File: src/rtl/epo_pkg.sv
// Shared sizes for the extended page override sequencer.
// Assumes a 24-bit data address split into a 10-bit page and 14-bit offset.
package epo_pkg;
    localparam int PAGE_W = 10;
    localparam int OFF_W  = 14;
    localparam int LEN_W  = 2;
    localparam int REG_W  = 16;
    localparam int CNT_W  = LEN_W + 1;
    localparam int ADDR_W = PAGE_W + OFF_W;
endpackage

File: src/rtl/epo_load_sel.sv
// Chooses the page source and the run length for a prefix decode.
// Assumes the register operand is already read; only its low PAGE_W bits form a page.
module epo_load_sel #(
    parameter int PAGE_W = epo_pkg::PAGE_W,
    parameter int REG_W  = epo_pkg::REG_W,
    parameter int LEN_W  = epo_pkg::LEN_W,
    parameter int CNT_W  = epo_pkg::CNT_W
) (
    input  logic              imm_form,
    input  logic [REG_W-1:0]  reg_val,
    input  logic [PAGE_W-1:0] imm_page,
    input  logic [LEN_W-1:0]  len_code,
    output logic [PAGE_W-1:0] sel_page,
    output logic [CNT_W-1:0]  run_len
);
    logic unused_reg_hi;

    // Upper register bits carry no page information.
    assign unused_reg_hi = ^reg_val[REG_W-1:PAGE_W];

    // Page source and length decode (code holds length minus one).
    always_comb begin
        sel_page = imm_form ? imm_page : reg_val[PAGE_W-1:0];
        run_len  = CNT_W'(len_code) + CNT_W'(1);
    end
endmodule

File: src/rtl/epo_run_ctr.sv
// Counts the instructions still covered by the override.
// Assumes retire pulses last one cycle; trap beats load, load beats retire.
module epo_run_ctr #(
    parameter int CNT_W = epo_pkg::CNT_W
) (
    input  logic             clk,
    input  logic             rst_n,
    input  logic             load,
    input  logic [CNT_W-1:0] run_len,
    input  logic             retire,
    input  logic             trap,
    output logic [CNT_W-1:0] cnt,
    output logic             active
);
    logic [CNT_W-1:0] cnt_q;

    // Counter update with trap, load, retire priority.
    always_ff @(posedge clk) begin
        if (!rst_n || trap)
            cnt_q <= '0;
        else if (load)
            cnt_q <= run_len;
        else if (retire && cnt_q != '0)
            cnt_q <= cnt_q - CNT_W'(1);
    end

    assign cnt    = cnt_q;
    assign active = (cnt_q != '0);

    assert_trap_clears_R9: assert property (@(posedge clk) disable iff (!rst_n)
        trap |=> (cnt_q == '0));
    assert_retire_dec_R2: assert property (@(posedge clk) disable iff (!rst_n)
        (!trap && !load && retire && cnt_q != '0) |=> (cnt_q == $past(cnt_q) - CNT_W'(1)));
    assert_idle_hold_R11: assert property (@(posedge clk) disable iff (!rst_n)
        (!trap && !load && (!retire || cnt_q == '0)) |=> $stable(cnt_q));
endmodule

File: src/rtl/epo_page_reg.sv
// Holds the override page captured on a prefix edge.
// Assumes load is already qualified against the trap condition.
module epo_page_reg #(
    parameter int PAGE_W = epo_pkg::PAGE_W
) (
    input  logic              clk,
    input  logic              rst_n,
    input  logic              load,
    input  logic [PAGE_W-1:0] sel_page,
    output logic [PAGE_W-1:0] page_q
);
    // Capture the page when a prefix is accepted.
    always_ff @(posedge clk) begin
        if (!rst_n)
            page_q <= '0;
        else if (load)
            page_q <= sel_page;
    end
endmodule

File: src/rtl/epo_addr_mux.sv
// Builds the physical data address from page and offset.
// Assumes addr_long marks long or indirect accesses only.
module epo_addr_mux #(
    parameter int PAGE_W = epo_pkg::PAGE_W,
    parameter int OFF_W  = epo_pkg::OFF_W,
    parameter int ADDR_W = epo_pkg::ADDR_W
) (
    input  logic              active,
    input  logic              addr_long,
    input  logic [PAGE_W-1:0] page_q,
    input  logic [PAGE_W-1:0] dpp_page,
    input  logic [OFF_W-1:0]  addr_offset,
    output logic [ADDR_W-1:0] phys_addr,
    output logic              hit
);
    // Replace the page bits only for covered long or indirect accesses.
    always_comb begin
        hit       = active && addr_long;
        phys_addr = {(hit ? page_q : dpp_page), addr_offset};
    end
endmodule

File: src/rtl/epo_seq.sv
// Top of the extended page override sequencer.
// Assumes pfx_valid is a one-cycle decode strobe and trap_b is sampled per clock.
module epo_seq #(
    parameter int PAGE_W = epo_pkg::PAGE_W,
    parameter int OFF_W  = epo_pkg::OFF_W,
    parameter int LEN_W  = epo_pkg::LEN_W,
    parameter int REG_W  = epo_pkg::REG_W,
    localparam int CNT_W  = LEN_W + 1,
    localparam int ADDR_W = PAGE_W + OFF_W
) (
    input  logic              clk,
    input  logic              rst_n,
    input  logic              pfx_valid,
    input  logic              pfx_imm_form,
    input  logic [LEN_W-1:0]  pfx_len_code,
    input  logic [REG_W-1:0]  pfx_reg_val,
    input  logic [PAGE_W-1:0] pfx_imm_page,
    input  logic              instr_retire,
    input  logic              trap_b,
    input  logic              addr_long,
    input  logic [PAGE_W-1:0] dpp_page,
    input  logic [OFF_W-1:0]  addr_offset,
    output logic [ADDR_W-1:0] phys_addr,
    output logic              page_ovr,
    output logic [PAGE_W-1:0] ovr_page,
    output logic              sfr_ext,
    output logic              irq_lock
);
    logic [PAGE_W-1:0] sel_page;
    logic [CNT_W-1:0]  run_len;
    logic [CNT_W-1:0]  cnt;
    logic              active;
    logic              accept;

    // A prefix is taken only when no class B trap is present.
    assign accept = pfx_valid && !trap_b;

    epo_load_sel #(.PAGE_W(PAGE_W), .REG_W(REG_W), .LEN_W(LEN_W), .CNT_W(CNT_W)) u_sel (
        .imm_form (pfx_imm_form),
        .reg_val  (pfx_reg_val),
        .imm_page (pfx_imm_page),
        .len_code (pfx_len_code),
        .sel_page (sel_page),
        .run_len  (run_len)
    );

    epo_run_ctr #(.CNT_W(CNT_W)) u_ctr (
        .clk     (clk),
        .rst_n   (rst_n),
        .load    (pfx_valid),
        .run_len (run_len),
        .retire  (instr_retire),
        .trap    (trap_b),
        .cnt     (cnt),
        .active  (active)
    );

    epo_page_reg #(.PAGE_W(PAGE_W)) u_page (
        .clk      (clk),
        .rst_n    (rst_n),
        .load     (accept),
        .sel_page (sel_page),
        .page_q   (ovr_page)
    );

    epo_addr_mux #(.PAGE_W(PAGE_W), .OFF_W(OFF_W), .ADDR_W(ADDR_W)) u_mux (
        .active      (active),
        .addr_long   (addr_long),
        .page_q      (ovr_page),
        .dpp_page    (dpp_page),
        .addr_offset (addr_offset),
        .phys_addr   (phys_addr),
        .hit         (page_ovr)
    );

    // Register-space steering and interrupt hold follow the run state.
    assign sfr_ext  = active;
    assign irq_lock = active;

    assert_load_len_R2: assert property (@(posedge clk) disable iff (!rst_n)
        accept |=> (cnt == CNT_W'($past(pfx_len_code)) + CNT_W'(1)));
    assert_reg_page_R8: assert property (@(posedge clk) disable iff (!rst_n)
        (accept && !pfx_imm_form) |=> (ovr_page == $past(pfx_reg_val[PAGE_W-1:0])));
    assert_imm_page_R8: assert property (@(posedge clk) disable iff (!rst_n)
        (accept && pfx_imm_form) |=> (ovr_page == $past(pfx_imm_page)));
    assert_short_base_R5: assert property (@(posedge clk) disable iff (!rst_n)
        !addr_long |-> (phys_addr[ADDR_W-1:OFF_W] == dpp_page && !page_ovr));
    assert_offset_pass_R4: assert property (@(posedge clk) disable iff (!rst_n)
        phys_addr[OFF_W-1:0] == addr_offset);
endmodule

File: config.mk
export PLATFORM = sky130hd
export DESIGN_NAME = epo_seq
export DESIGN_NICKNAME = d
export VERILOG_FILES = /design/src/rtl/epo_pkg.sv /design/src/rtl/epo_load_sel.sv /design/src/rtl/epo_run_ctr.sv /design/src/rtl/epo_page_reg.sv /design/src/rtl/epo_addr_mux.sv /design/src/rtl/epo_seq.sv
export SDC_FILE = /design/constraint.sdc
export NUM_CORES = 1
export LEC_CHECK = 0
export BUFFER_PORTS_ARGS = -buffer_cell sky130_fd_sc_hd__buf_4
export CORE_MARGIN = 5
export CORE_UTILIZATION = 38
export DETAILED_ROUTE_END_ITERATION = 10
export HOLD_SLACK_MARGIN = 0.12
export PLACE_DENSITY = 0.85
export SLEW_MARGIN = 20
export SYNTH_ARGS = -nofsm -noshare
export SYNTH_HDL_FRONTEND = slang
export SYNTH_SLANG_ARGS = --single-unit
export TNS_END_PERCENT = 10
File: constraint.sdc
create_clock -name clk -period 2 [get_ports clk]
set_input_delay 0.1 -clock clk [delete_from_list [all_inputs] [get_ports clk]]
set_output_delay 0.1 -clock clk [all_outputs]
set_load 0.02 [all_outputs]
==> results.md <==
- Slew Viols, Final: 0
- # hold bufs at CTS: 0
- Routed met1 length: 916 µm
- Final wirelength: 2564 µm
- DIE HEIGHT: 60.29 µm
- Pin count of the biggest net entering global routing: 12
- Clk root buf: clkbuf_4
- Kind of critical path: reg2out
- First-pass iteration count of the detailed router: 4
- Placed inst area: 1326 µm²
- CTS sink cnt: 13
- Diodes inserted: 0
- Post-CTS Resized: 0
- Syn_area_per_cell: 10.01 µm²
- Rows: 18
- Fin crit share: 0.9208
- RSZ-0062 raised after global routing: no
- HP Class: in2reg
- Final weighted congestion in routability-driven placement: 0.6748
- Final hold vios: 0
- CP startpoint kind: register
- Seq/Total Area, Yosys: 0.2708
- Fin nets: 206
- Syn nets: 158
- Vias in the first global route: 877
- Met3 WL post-DR: 229 µm
- Cts bufs inserted: 3
- Worst slew pin tran: 0.2279 ns
- CP Capture Type: output pin
- Die ar.: 3634 µm²
- Syn-to-layout area delta: 40.76%
- Peak VDD IR: 409.4 µV
- Global-route wire length before repair: 3822 µm
- Post-synthesis cell count: 96
- Synth cell types: 26
- Post-Layout Inst Area: 1353 µm²
- Clk buf depth: 2
- DR iter-0 viols: 9
- Synth warnings: 0
- Max Used Layer: met4
- Worst R2R Path Depth: 5
- Crit Path Max Fanout: 11
- Req. time, crit path: 1.90 ns
- Post-route setup TNS: 0 ns
- Worst Path Arrival: 1.74 ns
- Total number of vias: 866
- Highest clock rate: 543.0 MHz
- Relative slew slack: 0.8470
- Post-CTS setup buffers: 0
- IO Pins: 96
- Worst Clk Skew: 0.0002823 ns
- Hold Path Stages: 2
- Routed length on met2: 1402 µm
- Highest-count cells in the layout ignoring fill and taps: buf_4 (63), dfxtp_1 (13), nand2_1 (11)
- Total GRT Usage: 0.1376
- Status: finished, final reports clean
- Mapped Area: 960.9 µm²
- Power per cell area: 540.3 nW/µm²
- Initial Util: 0.3914
- Post-DRT Antenna Nets: 0
- Grt total ovfl: 0
- Setup violators final: 0
- Tmin final: 1.842 ns
- Layout cells sized above 1: 0.5455
- DIE WIDTH: 60.29 µm
- Count of state elements after synthesis: 13
- Htree depth: 1
- Worst-Skew Late Latency: 0.26 ns
- Hpwl dp: 2134 µm
- Port bufs: 61
- Antenna violations before repair: 0
- Post-route DRC: 0
- Routed len/inst: 14.82 µm
- Worst-path clk slew: 0.08 ns
- Core Region: 2455 µm²
- Vias per cell: 5.006
- Maxcap violations: 0
- Commonest non-fill, non-tap cell in the layout: buf_4
- CTS tree: done
- LEAKAGE: 0.7995 nW
## stage by stage
stage	cells	utilization	total power, mW	hold WS, ns	worst slack, ns
2_1_floorplan	96	-	0.4936	0.2569	0.6076
3_3_place_gp	169	0.5403	0.5752	0.2001	0.4968
3_5_place_dp	169	0.5403	0.5841	0.2001	0.4563
4_1_cts	173	0.5510	0.7413	0.1398	0.1502
5_1_grt	173	0.5510	0.7710	0.1370	0.05896
6_report	173	0.5510	0.7308	0.1455	0.1584
## path summary, 6_finish.rpt
check / startpoint / to / slack (ns)
min: rst_n / u_page.page_q[4] / 0.15
max reg2reg: u_ctr.cnt[0] / u_ctr.cnt[0] / 0.72
min reg2reg: u_ctr.cnt[1] / u_ctr.cnt[1] / 0.53
max: u_ctr.cnt[0] / phys_addr[18] / 0.16
## Yosys cell counts
library cell	instances	area [µm²]
nor3_1	1	5.000
a311o_1	1	10.01
ha_1	3	37.54
nor2b_1	2	12.51
nand2b_4	1	13.76
mux2i_1	10	100.1
buf_6	1	11.26
a311oi_1	1	8.760
buf_4	16	120.1
and3_1	1	6.260
nand2_4	1	11.26
o22ai_1	1	6.260
dfxtp_1	13	260.3
clkbuf_1	1	3.750
nand2_1	11	41.29
a21boi_0	1	7.510
inv_1	3	11.26
o211a_1	10	100.1
nand2b_1	1	6.260
nand4b_1	1	8.760
mux2_2	1	11.26
a211o_1	1	8.760
a21oi_1	2	10.01
nor2_1	1	3.750
mux2_4	9	135.1
buf_2	2	10.01
## cell families after synthesis
family | after synthesis | synth area share
DFF | 13 | 0.2708
muxes | 20 | 0.2565
and+or+nand+nor | 20 | 0.1133
adders and majority gates | 3 | 0.03907
AOI/OAI and AO/OA | 17 | 0.1576
buffers and inverters | 23 | 0.1628
## power breakdown
part | switching (mW) | total [mW] | internal, mW
Combinational | 0.130 | 0.286 | 0.156
Sequential | 0.0130 | 0.289 | 0.275
Clock | 0.0790 | 0.156 | 0.0770
## layer usage
metal,track usage,up-vias
li1,-,420
met1,0.1467,405
met2,0.2608,37
met3,0.03888,4
met4,0.03481,0
met5,0,-
## state kept, by name (all words and copies together) (netlist names)
register and cells:
u_ctr.cnt 3, u_page.page_q 10
## cell type report
type                            count  area (µm²)
Timing Repair Buffer               63       473.0
Tap cell                           30       37.54
Fill cell                         236        1102
Inverter                            3       11.26
Sequential cell                    13       260.3
Multi-Input combinational cell     60       544.3
Clock buffer                        4       26.28
## worst max-delay path, stage by stage, from the launching register on
cell      delay, ns
dfxtp_1        0.33
inv_1          0.09
ha_1           0.22
nand2b_4       0.11
nand2_4        0.21
mux2_2         0.36
buf_4          0.15
Note: power is estimated with default switching activity, not from simulation.
